===== config.mk =====
export PLATFORM = sky130hd
export DESIGN_NAME = keylock_ctrl
export DESIGN_NICKNAME = d
export VERILOG_FILES = /design/src/rtl/keylock_pkg.sv /design/src/rtl/keylock_idle_timer.sv /design/src/rtl/keylock_seq_fsm.sv /design/src/rtl/keylock_ctrl.sv
export SDC_FILE = /design/constraint.sdc
export NUM_CORES = 1
export LEC_CHECK = 0
export ABC_CLOCK_PERIOD_IN_PS = 4800
export CORE_UTILIZATION = 57
export CTS_BUF_LIST = sky130_fd_sc_hd__clkbuf_8
export DETAILED_ROUTE_END_ITERATION = 16
export MAX_ROUTING_LAYER = met4
export PLACE_DENSITY = 0.79
export SYNTH_ARGS = -nofsm -noshare
export SYNTH_HDL_FRONTEND = slang
export SYNTH_SLANG_ARGS = --single-unit

===== constraint.sdc =====
create_clock -name clk_i -period 4.8 [get_ports clk_i]
set_input_delay 0.72 -clock clk_i [delete_from_list [all_inputs] [get_ports clk_i]]
set_output_delay 0.72 -clock clk_i [all_outputs]
set_load 0.01 [all_outputs]

===== src/rtl/keylock_pkg.sv =====
package keylock_pkg;
    localparam int unsigned NUM_ST  = 4;
    localparam int unsigned ST_IDLE = 0;
    localparam int unsigned ST_ONE  = 1;
    localparam int unsigned ST_TWO  = 2;
    localparam int unsigned ST_OPEN = 3;

    typedef logic [NUM_ST-1:0] state_t;

    localparam state_t OH_IDLE = state_t'(1) << ST_IDLE;
    localparam state_t OH_ONE  = state_t'(1) << ST_ONE;
    localparam state_t OH_TWO  = state_t'(1) << ST_TWO;
    localparam state_t OH_OPEN = state_t'(1) << ST_OPEN;

    typedef struct packed {
        state_t st;
    } fsm_regs_t;
endpackage


===== src/rtl/keylock_idle_timer.sv =====
module keylock_idle_timer #(
    parameter int unsigned LIMIT = 6000,
    localparam int unsigned CNT_W = (LIMIT > 1) ? $clog2(LIMIT) : 1
) (
    input  logic clk_i,
    input  logic rst_i,
    input  logic run_i,
    input  logic restart_i,
    output logic expire_o
);
    typedef struct packed {
        logic [CNT_W-1:0] cnt;
    } tmr_regs_t;

    tmr_regs_t r_d, r_q;

    assign expire_o = run_i && (r_q.cnt == CNT_W'(LIMIT - 1));

    always_comb begin
        r_d = r_q;
        if (restart_i) begin
            r_d.cnt = '0;
        end else if (!run_i || expire_o) begin
            r_d.cnt = '0;
        end else begin
            r_d.cnt = r_q.cnt + 1'b1;
        end
    end

    always_ff @(posedge clk_i) begin
        if (rst_i) begin
            r_q <= '0;
        end else begin
            r_q <= r_d;
        end
    end
endmodule


===== src/rtl/keylock_seq_fsm.sv =====
module keylock_seq_fsm
    import keylock_pkg::*;
#(
    parameter int unsigned      KEY_W = 4,
    parameter logic [KEY_W-1:0] CODE0 = 4'h3,
    parameter logic [KEY_W-1:0] CODE1 = 4'h9,
    parameter logic [KEY_W-1:0] CODE2 = 4'hF
) (
    input  logic             clk_i,
    input  logic             rst_i,
    input  logic             key_vld_i,
    input  logic [KEY_W-1:0] key_i,
    input  logic             expire_i,
    output state_t           state_o,
    output logic             busy_o,
    output logic             restart_o
);
    fsm_regs_t r_d, r_q;

    assign state_o = r_q.st;
    assign busy_o  = !r_q.st[ST_IDLE];

    always_comb begin
        r_d       = r_q;
        restart_o = 1'b0;
        if (expire_i) begin
            r_d.st = OH_IDLE;
        end else if (key_vld_i && !r_q.st[ST_OPEN]) begin
            if (r_q.st[ST_ONE] && key_i == CODE1) begin
                r_d.st = OH_TWO;
            end else if (r_q.st[ST_TWO] && key_i == CODE2) begin
                r_d.st = OH_OPEN;
            end else if (key_i == CODE0) begin
                r_d.st    = OH_ONE;
                restart_o = 1'b1;
            end else begin
                r_d.st = OH_IDLE;
            end
        end
    end

    always_ff @(posedge clk_i) begin
        if (rst_i) begin
            r_q.st <= OH_IDLE;
        end else begin
            r_q <= r_d;
        end
    end
endmodule


===== src/rtl/keylock_ctrl.sv =====
module keylock_ctrl
    import keylock_pkg::*;
#(
    parameter int unsigned      TIMEOUT = 6000,
    parameter int unsigned      KEY_W   = 4,
    parameter logic [KEY_W-1:0] CODE0   = 4'h3,
    parameter logic [KEY_W-1:0] CODE1   = 4'h9,
    parameter logic [KEY_W-1:0] CODE2   = 4'hF
) (
    input  logic             clk_i,
    input  logic             rst_i,
    input  logic             key_vld_i,
    input  logic [KEY_W-1:0] key_i,
    output logic             latch_o
);
    state_t state;
    logic   busy;
    logic   restart;
    logic   expire;

    keylock_seq_fsm #(
        .KEY_W (KEY_W),
        .CODE0 (CODE0),
        .CODE1 (CODE1),
        .CODE2 (CODE2)
    ) u_fsm (
        .clk_i     (clk_i),
        .rst_i     (rst_i),
        .key_vld_i (key_vld_i),
        .key_i     (key_i),
        .expire_i  (expire),
        .state_o   (state),
        .busy_o    (busy),
        .restart_o (restart)
    );

    keylock_idle_timer #(
        .LIMIT (TIMEOUT)
    ) u_tmr (
        .clk_i     (clk_i),
        .rst_i     (rst_i),
        .run_i     (busy),
        .restart_i (restart),
        .expire_o  (expire)
    );

    assign latch_o = state[ST_OPEN];
endmodule


# Word level (Yosys, flattened, before mapping)
# Index checks and enable logic that the tools add are counted.
# classes
n_addsub	1
eq_ne	4
mux	8
n_reduce_logical	9
# ops
operator	count
$add A13 B1 Y13 const B	1
$eq A13 B13 Y1 const B	1
$eq A4 B4 Y1 const B	2
$mux W4	2
$mux W1	5
$eq A4 B2 Y1 const B	1
$logic_and A1 B1 Y1	4
$reduce_or A3 Y1	1
$logic_not A1 Y1	2
$mux W2	1
$reduce_or A2 Y1	1
$logic_or A1 B1 Y1	1
# totals
ff_bits	17
in_bits	7
out_inout_bits	1
elab_cells	24

# Logic depth before layout (Yosys ltp)
# Gate-level depths: netlist (run 1).
# logic_depth
word_depth	7
mapped_depth	5
depth_no_buf	4

# Hierarchy
# Synthesis (run 1) repeated with hierarchy kept, for this count alone.
# hier_totals
cells_unflattened	90
hier_area_um2	857.1
# by_module_without_submodules
module	n_inst	cells_each	area_each_um2	seq_area_each_um2
keylock_idle_timer	1	66	639.4	260.2
keylock_seq_fsm	1	24	217.7	80.1

# Least setup slack after synthesis (run 1)
# Ideal clock, no wire load.
# synth_timing
kind	input port to flip-flop
from	in key_i[0]
to	reg u_tmr.r_q[7] (netlist bit)
setup_time_ns	0.132
t_arrival_ns	1.601
setup_slack_ns	3.067
path_stages	4
path_buffers	1
path_cell_list	nand2_1 > o41ai_1 > buf_2 > a211oi_1
# synth_between
elab_chain_cells	7
elab_cells_between_ends	11
classes_between	3 x eq/ne; 5 x mux; 3 x reduce/logical
# synth_rtl
item	line	source
start, declared	keylock_ctrl.sv:13	input logic [KEY_W-1:0] key_i,
$eq A4 B2 Y1 or $eq A4 B4 Y1 (tied branches)	keylock_seq_fsm.sv:33, keylock_seq_fsm.sv:31	
$mux W1 or $logic_and A1 B1 Y1 (tied branches)	keylock_seq_fsm.sv:33, keylock_seq_fsm.sv:31	
$mux W1	keylock_seq_fsm.sv:31	end else if (r_q.st[ST_TWO] && key_i == CODE2) begin
$mux W1 *	keylock_seq_fsm.sv:29	if (r_q.st[ST_ONE] && key_i == CODE1) begin
$mux W1 *	keylock_seq_fsm.sv:28	end else if (key_vld_i && !r_q.st[ST_OPEN]) begin
$mux W1 *	keylock_seq_fsm.sv:26	if (expire_i) begin
$reduce_or A3 Y1 (no line) *	-	
end signal, assigned	keylock_idle_timer.sv:34	r_q <= r_d;
end, declared	keylock_idle_timer.sv:15	tmr_regs_t r_d, r_q;
# Mark *: on every way between the ends. The rest lies on a longest branch, timed or not.
# A chain may end at the register's enable or synchronous reset.

# Final worst setup path (run 1)
# layout_timing
from	reg u_tmr.r_q[0] (netlist bit)
to	reg u_tmr.r_q[2] (netlist bit)
# layout_between
elab_chain_cells	4
elab_cells_between_ends	6
classes_between	1 x add/sub; 1 x eq/ne; 1 x mux; 3 x reduce/logical
# layout_rtl
item
parallel branches: the longest is 4 deep, another holds $add A13 B1 Y13
# Several ways; the timed one is not identified.

==> flow_summary.yaml, run 1 <==
global_routing:
  grt_max_degree: 14
  grt_pass1_wl_um: 2640
  grt_pass1_vias: 634
  antenna_found_initial: 0
  grt_use_total_pct: 25.8
  grt-ovfl-total: 0
sta:
  slew-limit-headroom_pct: 45.8
  rsz0062_at_grt: "false"
  fin_worst_skew_ns: 0.00198
  hold_slack_ns: 0.466
  fmax_ghz: 0.499
  layout_min_cycle_time_ns: 2.01
  final.period_utilization_pct: 41.8
  setup-tns-final_ns: 0
  finalSetupViolCount: 0
  slew_viol_final: 0
  worst_slack_ns: 2.79
  worst_pin_slew_ns: 0.807
  final_hold_viol_count: 0
critical_path:
  critical_path_class: "flop to flop"
  rrSetupSlack_ns: 2.79
  critPathCaptureType: "flop"
  required_ns: 4.89
  crit_arrival_ns: 2.10
  crit_chain: "ha_1, nand3_2, nor4_4, nor3_1"
  critPathMaxStageDelay_ns: 0.82
  timing.rr.start: "u_tmr.r_q[0]"
  cp_slowest_cell: "nor4_4"
  rr_worst_depth: 4
  start_kind: "flop"
  critPathMaxFanout: 13
  worst_r2r_endpoint: "u_tmr.r_q[2]"
drt:
  wl_per_cell_um: 15.1
  dr.pass1.iters: 4
  drcViolationCount: 0
  drt_iter0_drc: 14
  viasPerCell: 6.35
  num_vias: 717
  wl_um: 1700
  ant_nets: 0
die:
  initial_utilization_pct: 64.1
  rows: 13
  fp.dieW_um: 41.0
  core_mm2: 0.00135
  dieArea_mm2: 0.00168
  io_pins: 8
  die_h_um: 41.0
place:
  place.gp.congestion: 0.687
  port_buffers: 7
  hpwlAfterDp_um: 1270
  dpl.cell_count: 109
  place_ws_ns: 2.54
min_path:
  hp-start: "u_fsm.state_o[2]"
  min_to: "u_fsm.state_o[2]"
  hold_path_class: "flop to flop"
  min_path_cells: 2
logic_synthesis:
  synthCells: 89
  async_flop_share_pct: 0
  synth-edff-count: 0
  ys.flop_type: "dfxtp_1"
  yosys.cell_types.count: 36
  yosysSeqAreaShare_pct: 39.3
  yosysWarningCount: 0
  synth_nets: 97
  syn_area_per_cell_um2: 9.73
  ys_ff_latch: 17
  netlist_area_um2: 866
power:
  leakagePower_nw: 0.318
  peakVddDrop_uv: 189
  net-switching-power_w: 0.0000551
  p_sw_share_pct: 21.0
  p_per_area_mw_per_mm2: 264
  p_clk_share_pct: 39.8
  combPwrFrac_pct: 5.7
  seqPwrFrac_pct: 54.5
  internal_power_w: 0.000207
finish:
  layout_commonest_cell: "dfxtp_1"
  fin_nets: 107
  most-common-layout-cells: "dfxtp_1 (17), clkdlybuf4s50_1 (7), nand2_1 (6)"
  drive_gt1_share_pct: 14.3
  n_antenna_cell: 0
  area_growth_pct: 14.5
  instances_no_fill: 113
  final_util_pct: 73.4
clocking:
  clockBufferDepth: 2
  cts_max_level: 1
  hold_buffers: 0
  cts.sinks: 17
  numCtsBuffers: 3
  post_cts_buffers: 0
  cts_root_buffer: "clkbuf_8"
  insertion_delay_ns: 0.25
  post_cts_resized: 0
  cts_tree: "built"
  clk_pin_slew_ns: 0.06
run:
  maxCapViolCount: 0
run_status:
  outcome: "finished clean"
stage by stage:
| stage | instance area, um2 | power (W) |
|---|---|---|
| floorplan | 866 | 0.000152 |
| global placement | 946 | 0.000160 |
| detailed placement | 946 | 0.000161 |
| CTS | 991 | 0.000264 |
| global route | 991 | 0.000271 |
| finish | 991 | 0.000262 |
power by group through the flow:
stage	combinational, W	sequential [W]	clock, W
after floorplan	0.00000645	0.000146	0
after global placement	0.0000144	0.000146	0
after detailed placement	0.0000147	0.000146	0
after CTS	0.0000147	0.000143	0.000107
after global routing	0.0000161	0.000143	0.000112
final	0.0000149	0.000143	0.000104
registers in the layout (all words and copies together) (netlist names):
signal	count
u_fsm.state_o	4
u_tmr.r_q	13
worst max-delay path by stage:
stage / from / endpoint / slack, ns / depth (start not counted)
final: u_tmr.r_q[0] / u_tmr.r_q[2] / 2.79 / 4
after global routing: u_tmr.r_q[0] / u_tmr.r_q[2] / 2.64 / 4
after CTS: u_tmr.r_q[0] / u_tmr.r_q[2] / 2.81 / 4
after detailed placement: key_i[3] / u_fsm.state_o[0] / 2.54 / 4
after global placement: key_i[3] / u_fsm.state_o[0] / 2.69 / 4
after floorplan: key_i[0] / u_tmr.r_q[7] / 3.07 / 4
Yosys cell counts, types with 2 or more instances:
cell	instances	area share [%]
a211oi_1	5	4.3
o21ai_0	3	1.7
inv_1	3	1.3
xnor2_1	2	2.0
dfxtp_1	17	39
o31ai_1	5	4.3
nor2_1	3	1.3
a211oi_2	3	4.3
nand3_1	3	1.7
or3_2	2	1.7
nor3_1	4	2.3
a21oi_1	3	1.7
nand2_1	6	2.6
or4_1	5	4.3
nand4_1	4	2.9
cells by family after synthesis:
family          after synthesis  synth area share (%)
simple gates                 38                  28.6
xor+xnor                      3                  3.04
buf+inv                       6                  4.05
compound gates               24                  23.6
flops                        17                  39.3
fa+ha+maj                     1                  1.44
cell type report:
| cell class | count | area, um2 |
|---|---|---|
| Multi-Input combinational cell | 66 | 498 |
| Clock inverter | 1 | 3.75 |
| Tap cell | 15 | 18.8 |
| Timing Repair Buffer | 8 | 77.6 |
| Clock buffer | 3 | 41.3 |
| Fill cell | 100 | 359 |
| Sequential cell | 17 | 340 |
| Inverter | 3 | 11.3 |
per-layer routing:
layer / global-route usage [%] / vias to the layer above / wire length, um
met5: - / - / 0
met1: 29.4 / 327 / 839
li1: - / 370 / -
met4: 12.5 / 0 / 26
met3: 4.89 / 4 / 57
met2: 43.0 / 16 / 780
worst max-delay path, delay by kind of cell (launching register included):
family | cells | cell delay (ns)
adder cells (fa/ha/maj) | 1 | 0.22
flip-flops | 1 | 0.37
AND/OR/NAND/NOR | 3 | 1.25
No activity file was read; power rests on OpenSTA's default activity.
==> run 2: changes to the inputs <==
Settings changed: ABC_CLOCK_PERIOD_IN_PS 4800 to 1700, CORE_UTILIZATION 57 to 52, PLACE_DENSITY 0.79 to 0.76.
Clock period 4.8 ns to 1.7 ns, I/O delays scaled along.
==> run 2 against run 1 <==
Net effect:
- sequential power increased to 2.8 times the previous value
- wire length increased by 6.8%
- clock power increased to 2.8 times the previous value
- clock-buffer cell count unchanged
- critical path depth unchanged
- register-to-register slack got worse by 2.7 ns
- setup slack got worse by 2.7 ns
- first-iteration DRC count decreased by 50%
- non-clock buffer count increased by 10
- sequential cell count unchanged
- sequential share of layout area decreased by 2.7 points
==> flow_summary.yaml, run 2 (synthesis gave the netlist of run 1 again) <==
run_status:
  outcome: "finished clean"
power:
  internal_power_w: 0.000586
  seqPwrFrac_pct: 54.8
  leakagePower_nw: 0.364
  net-switching-power_w: 0.000149
  p_per_area_mw_per_mm2: 684
  peakVddDrop_uv: 504
  p_clk_share_pct: 39.1
  p_total_w: 0.000735
  p_sw_share_pct: 20.3
  combPwrFrac_pct: 6.1
place:
  port_buffers: 7
  place.gp.congestion: 0.826
  hpwlAfterDp_um: 1270
min_path:
  hold_path_class: "flop to flop"
clocking:
  clk_pin_slew_ns: 0.06
  cts_max_level: 1
  clockBufferDepth: 2
  insertion_delay_ns: 0.25
  cts_root_buffer: "clkbuf_8"
  hold_buffers: 0
  cts_tree: "built"
  numCtsBuffers: 3
  cts.sinks: 17
critical_path:
  cp_slowest_cell: "or4_1"
  critPathMaxFanout: 7
  worst_r2r_endpoint: "u_tmr.r_q[11]"
  timing.rr.start: "u_tmr.r_q[0]"
  critical_path_class: "flop to flop"
  required_ns: 1.87
  endpoint: "u_tmr.r_q[11]"
  rrSetupSlack_ns: 0.11
  crit_chain: "buf_4, nand4_1, or4_1, a211oi_2"
  critPathMaxStageDelay_ns: 0.58
  critPathCaptureType: "flop"
  rr_worst_depth: 4
  critPathLaunch: "u_tmr.r_q[0]"
  crit_arrival_ns: 1.76
  start_kind: "flop"
drt:
  drcViolationCount: 0
  num_vias: 769
  ant_nets: 0
  viasPerCell: 6.20
  wl_um: 1820
  wl_per_cell_um: 14.7
  drt_iter0_drc: 7
  dr.pass1.iters: 4
global_routing:
  grt-ovfl-total: 0
  grt_pass1_wl_um: 3150
  grt_pass1_vias: 758
  grt_use_total_pct: 23.4
  grt_max_degree: 14
  antenna_found_initial: 0
die:
  rows: 14
  fp.dieW_um: 42.8
  core_mm2: 0.00152
  die_h_um: 42.8
  initial_utilization_pct: 56.8
  io_pins: 8
  dieArea_mm2: 0.00183
finish:
  most-common-layout-cells: "dfxtp_1 (17), buf_4 (11), clkdlybuf4s50_1 (7), nand2_1 (6)"
  fillerInstances: 118
  largest_register_ff_count: 13
  layout_commonest_cell: "dfxtp_1"
  n_antenna_cell: 0
  area_growth_pct: 24.1
  regMostFlops: "u_tmr.r_q"
  fin_nets: 117
  drive_gt1_share_pct: 22.2
sta:
  worst_pin_slew_ns: 0.382
  layout_min_cycle_time_ns: 1.59
  final_hold_viol_count: 0
  final.period_utilization_pct: 93.5
  slew_viol_final: 0
  rsz0062_at_grt: "false"
  finalSetupViolCount: 0
  fin_worst_skew_ns: 0.00224
  setup-tns-final_ns: 0
  fmax_ghz: 0.629
  slew-limit-headroom_pct: 74.2
run:
  maxCapViolCount: 0
## run 2: cell count changes in the layout (fill, tap and decap cells not counted)
cell,before,now
buf_4,1,11
nand3_2,1,0
nand3_4,0,1
## run 2: power by group through the flow
stage / Combinational (W) / Sequential [W] / Clock [W]
final: 0.0000448 / 0.000403 / 0.000288
after global routing: 0.0000483 / 0.000403 / 0.000309
after CTS: 0.0000448 / 0.000403 / 0.000293
after detailed placement: 0.0000444 / 0.000411 / 0
after global placement: 0.0000440 / 0.000411 / 0
after floorplan: 0.0000182 / 0.000411 / 0
## run 2: how the worst min path moves through the flow
stage,startpoint,endpoint,slack (ns),cells after the start
2_1_floorplan,key_i[1],u_fsm.state_o[1],0.40,2
3_3_place_gp,u_fsm.state_o[2],u_fsm.state_o[2],0.47,2
3_5_place_dp,u_fsm.state_o[2],u_fsm.state_o[2],0.45,2
4_1_cts,u_fsm.state_o[2],u_fsm.state_o[2],0.46,2
5_1_grt,u_fsm.state_o[2],u_fsm.state_o[2],0.48,2
6_report,u_fsm.state_o[2],u_fsm.state_o[2],0.46,2
## run 2: per-stage QoR
step	hold slack (ns)	setup slack [ns]	std cells	cell area (um2)	utilization (%)
floorplan	0.401	0.0976	89	866	-
global placement	0.469	0.0395	116	992	65.1
detailed placement	0.453	0.0239	116	992	65.1
CTS	0.462	0.0714	120	1040	68.1
global route	0.478	0.0368	124	1070	70.5
finish	0.463	0.110	124	1070	70.5
## run 2: routing by layer
layer  wire [um]  vias to the layer above  GRT usage [%]
met5           0                        -              -
met4           9                        0           7.50
met3          70                        2           6.38
met2         895                       19           38.2
met1         842                      362           27.9
li1            -                      386              -
## run 2: what timing repair did
action | 4_1_cts | 5_1_grt
endpoints found under the setup margin | 0 | 9
resized for setup | 0 | 1
setup buffers | 0 | 4
## run 2: layout make-up
type / instances / area [um2] / share of cell area, %
clock buffer: 3 / 41.3 / 3.84
clock inverter: 1 / 3.75 / 0.349
inverter: 3 / 11.3 / 1.05
multi-input combinational: 66 / 505 / 47.0
sequential: 17 / 340 / 31.7
tap: 16 / 20.0 / 1.86
timing repair buffer: 18 / 153 / 14.2
## run 2: worst max-delay path, delay by kind of cell, from the launching register on
family          cells  cell delay (ns)
buf+inv             1             0.12
simple gates        2             0.83
compound gates      1             0.22
flops               1             0.34
